### src/rtl/smb_blkbuf.sv
module smb_blkbuf #(
  parameter int DEPTH = 32,
  parameter int DW    = 8,
  localparam int IW   = $clog2(DEPTH) + 1
) (
  input  logic          clk,
  input  logic          rst_n,
  input  logic [1:0]    sw_sel,
  input  logic          sw_wr,
  input  logic          sw_rd,
  input  logic [DW-1:0] sw_wdata,
  output logic [DW-1:0] sw_rdata,
  input  logic          bus_start,
  input  logic          bus_wr,
  input  logic          bus_rd,
  input  logic          bus_len_we,
  input  logic [DW-1:0] bus_wdata,
  output logic [DW-1:0] bus_rdata,
  output logic          bus_done,
  output logic          len_ok,
  output logic          byte_done,
  output logic          buf_en,
  output logic          crc_en
);
  localparam logic [1:0] SEL_CTL = 2'd0;
  localparam logic [1:0] SEL_LEN = 2'd1;
  localparam logic [1:0] SEL_BLK = 2'd2;
  localparam logic [1:0] SEL_AUX = 2'd3;

  logic [DW-1:0] mem [DEPTH];
  logic [DW-1:0] hold, len_q;
  logic [IW-1:0] sidx, bidx;

  wire sw_blk_wr = sw_wr && (sw_sel == SEL_BLK);
  wire sw_blk_rd = sw_rd && (sw_sel == SEL_BLK);
  wire ctl_rd    = sw_rd && (sw_sel == SEL_CTL);

  wire s_in  = int'(sidx) < DEPTH;
  wire b_in  = int'(bidx) < DEPTH;
  wire s_vis = s_in && (int'(sidx) < int'(len_q));
  wire b_vis = b_in && (int'(bidx) < int'(len_q));

  wire [DW-1:0] s_data = s_vis ? mem[sidx[IW-2:0]] : '0;
  wire [DW-1:0] b_data = b_vis ? mem[bidx[IW-2:0]] : '0;

  always_comb begin
    case (sw_sel)
      SEL_LEN: sw_rdata = len_q;
      SEL_BLK: sw_rdata = buf_en ? s_data : hold;
      SEL_AUX: sw_rdata = {{(DW-2){1'b0}}, buf_en, crc_en};
      default: sw_rdata = '0;
    endcase
  end

  assign bus_rdata = buf_en ? b_data : hold;
  assign bus_done  = buf_en && (int'(bidx) >= int'(len_q));
  assign len_ok    = (len_q != '0) && (int'(len_q) <= DEPTH);

  always_ff @(posedge clk or negedge rst_n) begin
    if (!rst_n) begin
      for (int i = 0; i < DEPTH; i++) mem[i] <= '0;
    end else if (buf_en) begin
      if (bus_wr && !bus_start && b_in) mem[bidx[IW-2:0]] <= bus_wdata;
      if (sw_blk_wr && s_in) mem[sidx[IW-2:0]] <= sw_wdata;
    end
  end

  always_ff @(posedge clk or negedge rst_n) begin
    if (!rst_n) sidx <= '0;
    else if (ctl_rd) sidx <= '0;
    else if (buf_en && (sw_blk_wr || sw_blk_rd) && s_in) sidx <= sidx + 1'b1;
  end

  always_ff @(posedge clk or negedge rst_n) begin
    if (!rst_n) bidx <= '0;
    else if (bus_start) bidx <= '0;
    else if (buf_en && (bus_wr || bus_rd) && b_in) bidx <= bidx + 1'b1;
  end

  always_ff @(posedge clk or negedge rst_n) begin
    if (!rst_n) len_q <= '0;
    else if (sw_wr && (sw_sel == SEL_LEN)) len_q <= sw_wdata;
    else if (bus_len_we) len_q <= bus_wdata;
  end

  always_ff @(posedge clk or negedge rst_n) begin
    if (!rst_n) begin
      buf_en <= 1'b0;
      crc_en <= 1'b0;
    end else if (sw_wr && (sw_sel == SEL_AUX)) begin
      buf_en <= sw_wdata[1];
      crc_en <= sw_wdata[0];
    end
  end

  always_ff @(posedge clk or negedge rst_n) begin
    if (!rst_n) begin
      hold      <= '0;
      byte_done <= 1'b0;
    end else if (!buf_en) begin
      if (sw_blk_wr) hold <= sw_wdata;
      else if (bus_wr) hold <= bus_wdata;
      if (bus_wr || bus_rd) byte_done <= 1'b1;
      else if (sw_blk_wr || sw_blk_rd) byte_done <= 1'b0;
    end
  end
endmodule

### config.mk
export PLATFORM = sky130hd
export DESIGN_NAME = smb_blkbuf
export DESIGN_NICKNAME = d
export VERILOG_FILES = /design/src/rtl/smb_blkbuf.sv
export SDC_FILE = /design/constraint.sdc
export NUM_CORES = 1
export LEC_CHECK = 0
export CAP_MARGIN = 15
export CORE_MARGIN = 10
export CORE_UTILIZATION = 59
export DETAILED_ROUTE_END_ITERATION = 7
export DONT_BUFFER_PORTS = 1
export HOLD_SLACK_MARGIN = 0.02
export PLACE_DENSITY = 0.78
export SETUP_SLACK_MARGIN = 0.2
export SLEW_MARGIN = 30
export SYNTH_ARGS = -nofsm -noshare
export SYNTH_HDL_FRONTEND = slang
export SYNTH_SLANG_ARGS = --single-unit
### constraint.sdc
create_clock -name clk -period 3 [get_ports clk]
set_clock_uncertainty 0.15 [all_clocks]
set_input_delay 0.9 -clock clk [delete_from_list [all_inputs] [get_ports clk]]
set_output_delay 0.9 -clock clk [all_outputs]
set_load 0.02 [all_outputs]
# Yosys cells after proc, flatten, opt, wreduce, memory -nomap -nowiden
# Index checks and enable logic that the tools add are counted.
[word_totals]
in_bits = 26
regBits = 287
out_inout_bits = 21
word_cells = 117
[classes]
eq_ne = 3
magnitude_cmp = 10
n_addsub = 2
reduce_logical = 30
n_mux = 30
bitwise_logic = 3
[ops]
columns = ["cell", "n"]
rows = [
  ["256-bit 2-to-1 mux", 3],
  ["256-bit bitwise mux", 2],
  ["8-bit 2-to-1 mux", 14],
  ["8-bit binary-select mux with 5-bit select", 2],
  ["8-bit demux with 5-bit select", 2],
  ["6-bit 2-to-1 mux", 4],
  ["8-bit case mux with 3 select lines", 1],
  ["1-bit logical AND", 18],
  ["6-bit by 8-bit < comparator with 1-bit output", 2],
  ["6-bit by 1-bit adder with 6-bit output (second input constant)", 2],
  ["6-bit greater-or-equal comparator (second input constant)", 2],
  ["6-bit by 1-bit < comparator with 1-bit output (second input constant)", 2],
  ["6-bit < comparator (second input constant)", 2],
  ["5-bit NOT with 6-bit output", 2],
  ["2-bit nonzero test", 5],
  ["6-bit by 8-bit greater-or-equal comparator with 1-bit output", 1],
  ["8-bit by 6-bit <= comparator with 1-bit output (second input constant)", 1],
  ["8-bit nonzero test", 1],
  ["2-bit equality test (second input constant)", 2],
  ["2-bit AND reduction", 2],
  ["2-bit by 1-bit equality test with 1-bit output (second input constant)", 1],
  ["2-bit zero test", 1],
  ["1-bit logical OR", 2],
  ["1-bit 2-to-1 mux", 2],
  ["2 further kinds", 2],
]

# Longest topological paths before layout
[depth]
ltp_word = 10
ltp_mapped = 12

# Least setup slack after synthesis
# No wires, ideal clock.
[synth_timing]
path_kind = "register to output"
from = "reg bidx[0]"
to = "out bus_rdata[0]"
arrival_ns = 2.482
path_stages_with_launch = 10
slack_ns = -0.532
required_ns = 1.950
path_cell_list = "dfrtp_1 -> buf_2 -> buf_4 -> inv_1 -> ha_1 -> nor2b_1 -> o211ai_1 -> a21oi_1 -> o22a_1 -> o41ai_1"
[synth_via]
elab_chain_cells = 6
word_cells_on_any_way = 9
cone_classes = "order compare: 2; mux: 5; bitwise: 1; reduce/logical: 1"
[synth_lines]
columns = ["item", "line", "source"]
rows = [
  ["start: declaration", "32", "logic [IW-1:0] sidx, bidx;"],
  ["start signal: assignment", "77", "else if (buf_en && (bus_wr || bus_rd) && b_in) bidx <= bidx + 1'b1;"],
  ["5-bit NOT with 6-bit output (not written as such)", "44", "wire [DW-1:0] b_data = b_vis ? mem[bidx[IW-2:0]] : '0;"],
  ["8-bit binary-select mux with 5-bit select", "44", ""],
  ["8-bit 2-to-1 mux (not written as such) (2 in a row)", "44", ""],
  ["8-bit 2-to-1 mux (*)", "44", ""],
  ["8-bit 2-to-1 mux (*)", "55", "assign bus_rdata = buf_en ? b_data : hold;"],
  ["end: declaration", "18", "output logic [DW-1:0] bus_rdata,"],
]
# Every way passes the cells marked *; elsewhere a longest branch is shown, timed or not. The select of a mux whose other input is x is not followed.

# Worst setup path after layout
[layout_timing]
from = "reg sidx[1]"
to = "out sw_rdata[2]"
[layout_via]
elab_chain_cells = 7
word_cells_on_any_way = 10
cone_classes = "order compare: 2; mux: 6; bitwise: 1; reduce/logical: 1"
[layout_lines]
columns = ["item", "line", "source"]
rows = [
  ["start: declaration", "32", ""],
  ["start signal: assignment", "71", "else if (buf_en && (sw_blk_wr || sw_blk_rd) && s_in) sidx <= sidx + 1'b1;"],
  ["5-bit NOT with 6-bit output (not written as such)", "43", "wire [DW-1:0] s_data = s_vis ? mem[sidx[IW-2:0]] : '0;"],
  ["8-bit binary-select mux with 5-bit select", "43", ""],
  ["8-bit 2-to-1 mux (not written as such) (2 in a row)", "43", ""],
  ["8-bit 2-to-1 mux (*)", "43", ""],
  ["8-bit 2-to-1 mux (*)", "49", "SEL_BLK: sw_rdata = buf_en ? s_data : hold;"],
  ["8-bit case mux with 3 select lines (*)", "47", "case (sw_sel)"],
  ["end: declaration", "12", "output logic [DW-1:0] sw_rdata,"],
]
# Marked as above.

==> flow_summary.yaml <==
layout:
  final_nets: 1991
  fin_util_pct: 71.5
  layout-drive-gt1-share_pct: 28.6
  area_delta_synth_final_pct: 19.0
  diodes: 0
  layout.cells.most_common: "dfrtp_1"
  nFillCells: 2258
  instances_no_fill: 2400
  layout_common_cells: "275 x dfrtp_1, 215 x buf_4, 191 x a22oi_1"
run:
  cap_violations: 0
grt:
  grt_max_degree: 288
  overflow: 0
  antenna_found_initial: 1
  track_usage_pct: 41.0
  grt_pass1_wl_mm: 121
  grt_pass1_vias: 18000
critical_path:
  cp_max_fo: 6
  crit_type: "reg -> out"
  endpoint_kind: "output pin"
  critPathArrivalTime_ns: 2.84
  cp-startpoint: "sidx[1]"
  r2r_slack_ns: 0.21
  cp.required_ns: 1.95
  setup.worst_path.start_class: "register"
  r2r-start: "sidx[0]"
timing:
  worst_pin_slew_ns: 0.998
  max_freq_mhz: 257
  setup_violations: 17
  finalCriticalPeriod_ns: 3.89
  final_hold_viol_count: 287
  fin_crit_sh_pct: 130
  maxSlewViolCount: 0
  holdWs_ns: -0.130
  setup_tns_ns: -13.10
  rsz0062_at_grt: "true"
  layout_setup_ws_ns: -0.888
  timing.slew.headroom_pct: 33.5
place:
  place.gp.congestion: 1.13
  port_buffers: 0
  pre_cts_ws_ns: -0.487
  hpwl_mm: 55.9
  place_inst: 2310
power_and_ir_drop:
  pwr-share-seq_pct: 34.5
  p_switching_mw: 5.01
  pwr-share-clk_pct: 27.6
  power_frac_comb_pct: 38.0
  power.share.switching_pct: 36.5
  intPower_mw: 8.73
  p_per_area_nw_per_um2: 604
  p_leak_nw: 8.72
  peakVddDrop_mv: 0.493
  p_total_mw: 13.7
cts:
  htreeDepth: 1
  numClockSinks: 287
  cts_tree: "done"
  path_clk_slew_ns: 0.06
  cts_buffers: 30
  clockRootBuffer: "clkbuf_16"
  insertion_delay_ns: 0.59
  clockBufferDepth: 3
status:
  violations: "negative hold slack, negative setup slack"
  outcome: "complete, but fails checks"
synthesis:
  synthFlopType: "dfrtp_1"
  syn-num-nets: 1886
  ys_types: 80
  yosysWarnings: 0
  ys_seq_area_share_pct: 37.6
  synth_area_um2: 19100
  synth_cells: 1841
  synth_edf_count: 0
  avgSynthCellArea_um2: 10.4
  async_reset_ff_share_pct: 100
  ys_seq_elements: 287
detailed_routing:
  wirelength_mm: 82.8
  wire_per_inst_um: 34.5
  vias: 18900
  via_per_inst: 7.88
  antenna_left: 0
  drtIter0Drc: 3042
  dr.pass1.iters: 7
  drc_errors: 0
worst_hold_path:
  hp-class: "in -> async"
floorplan:
  fp.coreArea_um2: 31800
  die_h_um: 200
  dieArea_um2: 40000
  fp.dieW_um: 200
  fp-row-count: 65
  start_util_pct: 60.1
  ioPinCount: 47
[flip-flops by register name, summed over array words and instances, names as in the netlist]
signal and cells:
bidx 6, buf_en 1, byte_done 1, crc_en 1
hold 8, len_q 8, mem 256, sidx 6
[worst paths after layout]
| path | end | depth (start not counted) |
|---|---|---|
| setup / recovery | sw_rdata[2] | 6 |
| hold / removal | mem[161] | 0 |
| setup reg to reg | mem[194] | 10 |
| hold reg to reg | mem[246] | 1 |
| max in group asynchronous | mem[243] | 0 |
| min in group clk | bidx[1] | 1 |
[synth_stat cells, drive strengths merged, types with 6 or more instances]
cell	instances	area (µm²)
dfrtp	287	7180
a22oi	198	1490
mux2i	156	1560
nor2	147	554
o22ai	146	913
o2bb2ai	129	1130
a21oi	128	776
buf	115	752
clkbuf	73	274
nand2	56	210
mux4	49	1100
nand3	48	445
nor3	35	467
o21ai	33	218
a2bb2oi	32	280
inv	24	90.1
ha	19	238
nand4	17	106
mux2	10	113
nor2b	9	56.3
nor4bb	9	90.1
nor4	8	56.3
and4	6	52.6
nand2b	6	37.5
o221ai	6	52.6
[layout make-up]
| type | count | area, µm² | share of cell area, % |
|---|---|---|---|
| well taps | 435 | 544 | 2.39 |
| multi-input cells | 1342 | 11600 | 51.2 |
| clock buffers | 44 | 845 | 3.71 |
| clock inverters | 7 | 110 | 0.484 |
| inverters | 24 | 114 | 0.501 |
| flip-flops and latches | 287 | 7200 | 31.7 |
| repair buffers | 261 | 2280 | 10.0 |
[per-layer routing]
metal / up-vias / GRT usage, % / wire length (µm) / share of wire, %
li1: 7492 / - / - / -
met1: 9175 / 52.7 / 28800 / 35
met2: 1795 / 59.9 / 34800 / 42
met3: 448 / 13.0 / 12700 / 15
met4: 2 / 23.8 / 6390 / 7.7
met5: - / 0 / 12 / 0.015
[power groups by stage]
stage	sequential (mW)	clock [mW]	combinational, mW
after floorplan	4.49	0	3.20
after global placement	4.75	0	4.35
after detailed placement	4.75	0	4.41
after CTS	4.68	3.76	4.80
after global routing	4.73	3.91	5.34
final	4.73	3.79	5.22
[cell families after synthesis]
| group | count (synthesis) | share of synthesized area, % |
|---|---|---|
| AND/OR/NAND/NOR | 380 | 12.8 |
| XOR/XNOR | 8 | 0.367 |
| AO/OA/AOI/OAI | 720 | 27.6 |
| flip-flops | 287 | 37.6 |
| multiplexers | 215 | 14.5 |
| buffers and inverters | 212 | 5.84 |
| adder cells (fa/ha/maj) | 19 | 1.24 |
[stage by stage]
stage | instance area (µm²) | hold WS [ns]
3_3_place_gp | 20800 | 0.319
2_1_floorplan | 19500 | 0.300
3_5_place_dp | 20800 | 0.350
5_1_grt | 22700 | -0.142
4_1_cts | 22200 | -0.144
6_report | 22700 | -0.130
[critical path, cell delays in order (launching register included)]
cell	delay [ns]
dfrtp_2	0.49
ha_4	0.19
or3b_4	0.37
a211oi_4	0.29
o21ai_4	0.18
nor4_4	0.41
a221o_1	0.31
[repair_timing]
item	CTS	global route
endpoints found under the hold margin	287	287
setup buffers	17	22
endpoints found under the setup margin	55	179
gates resized for setup	69	69
pin swaps	27	39
Note: power is estimated with default switching activity, not from simulation.
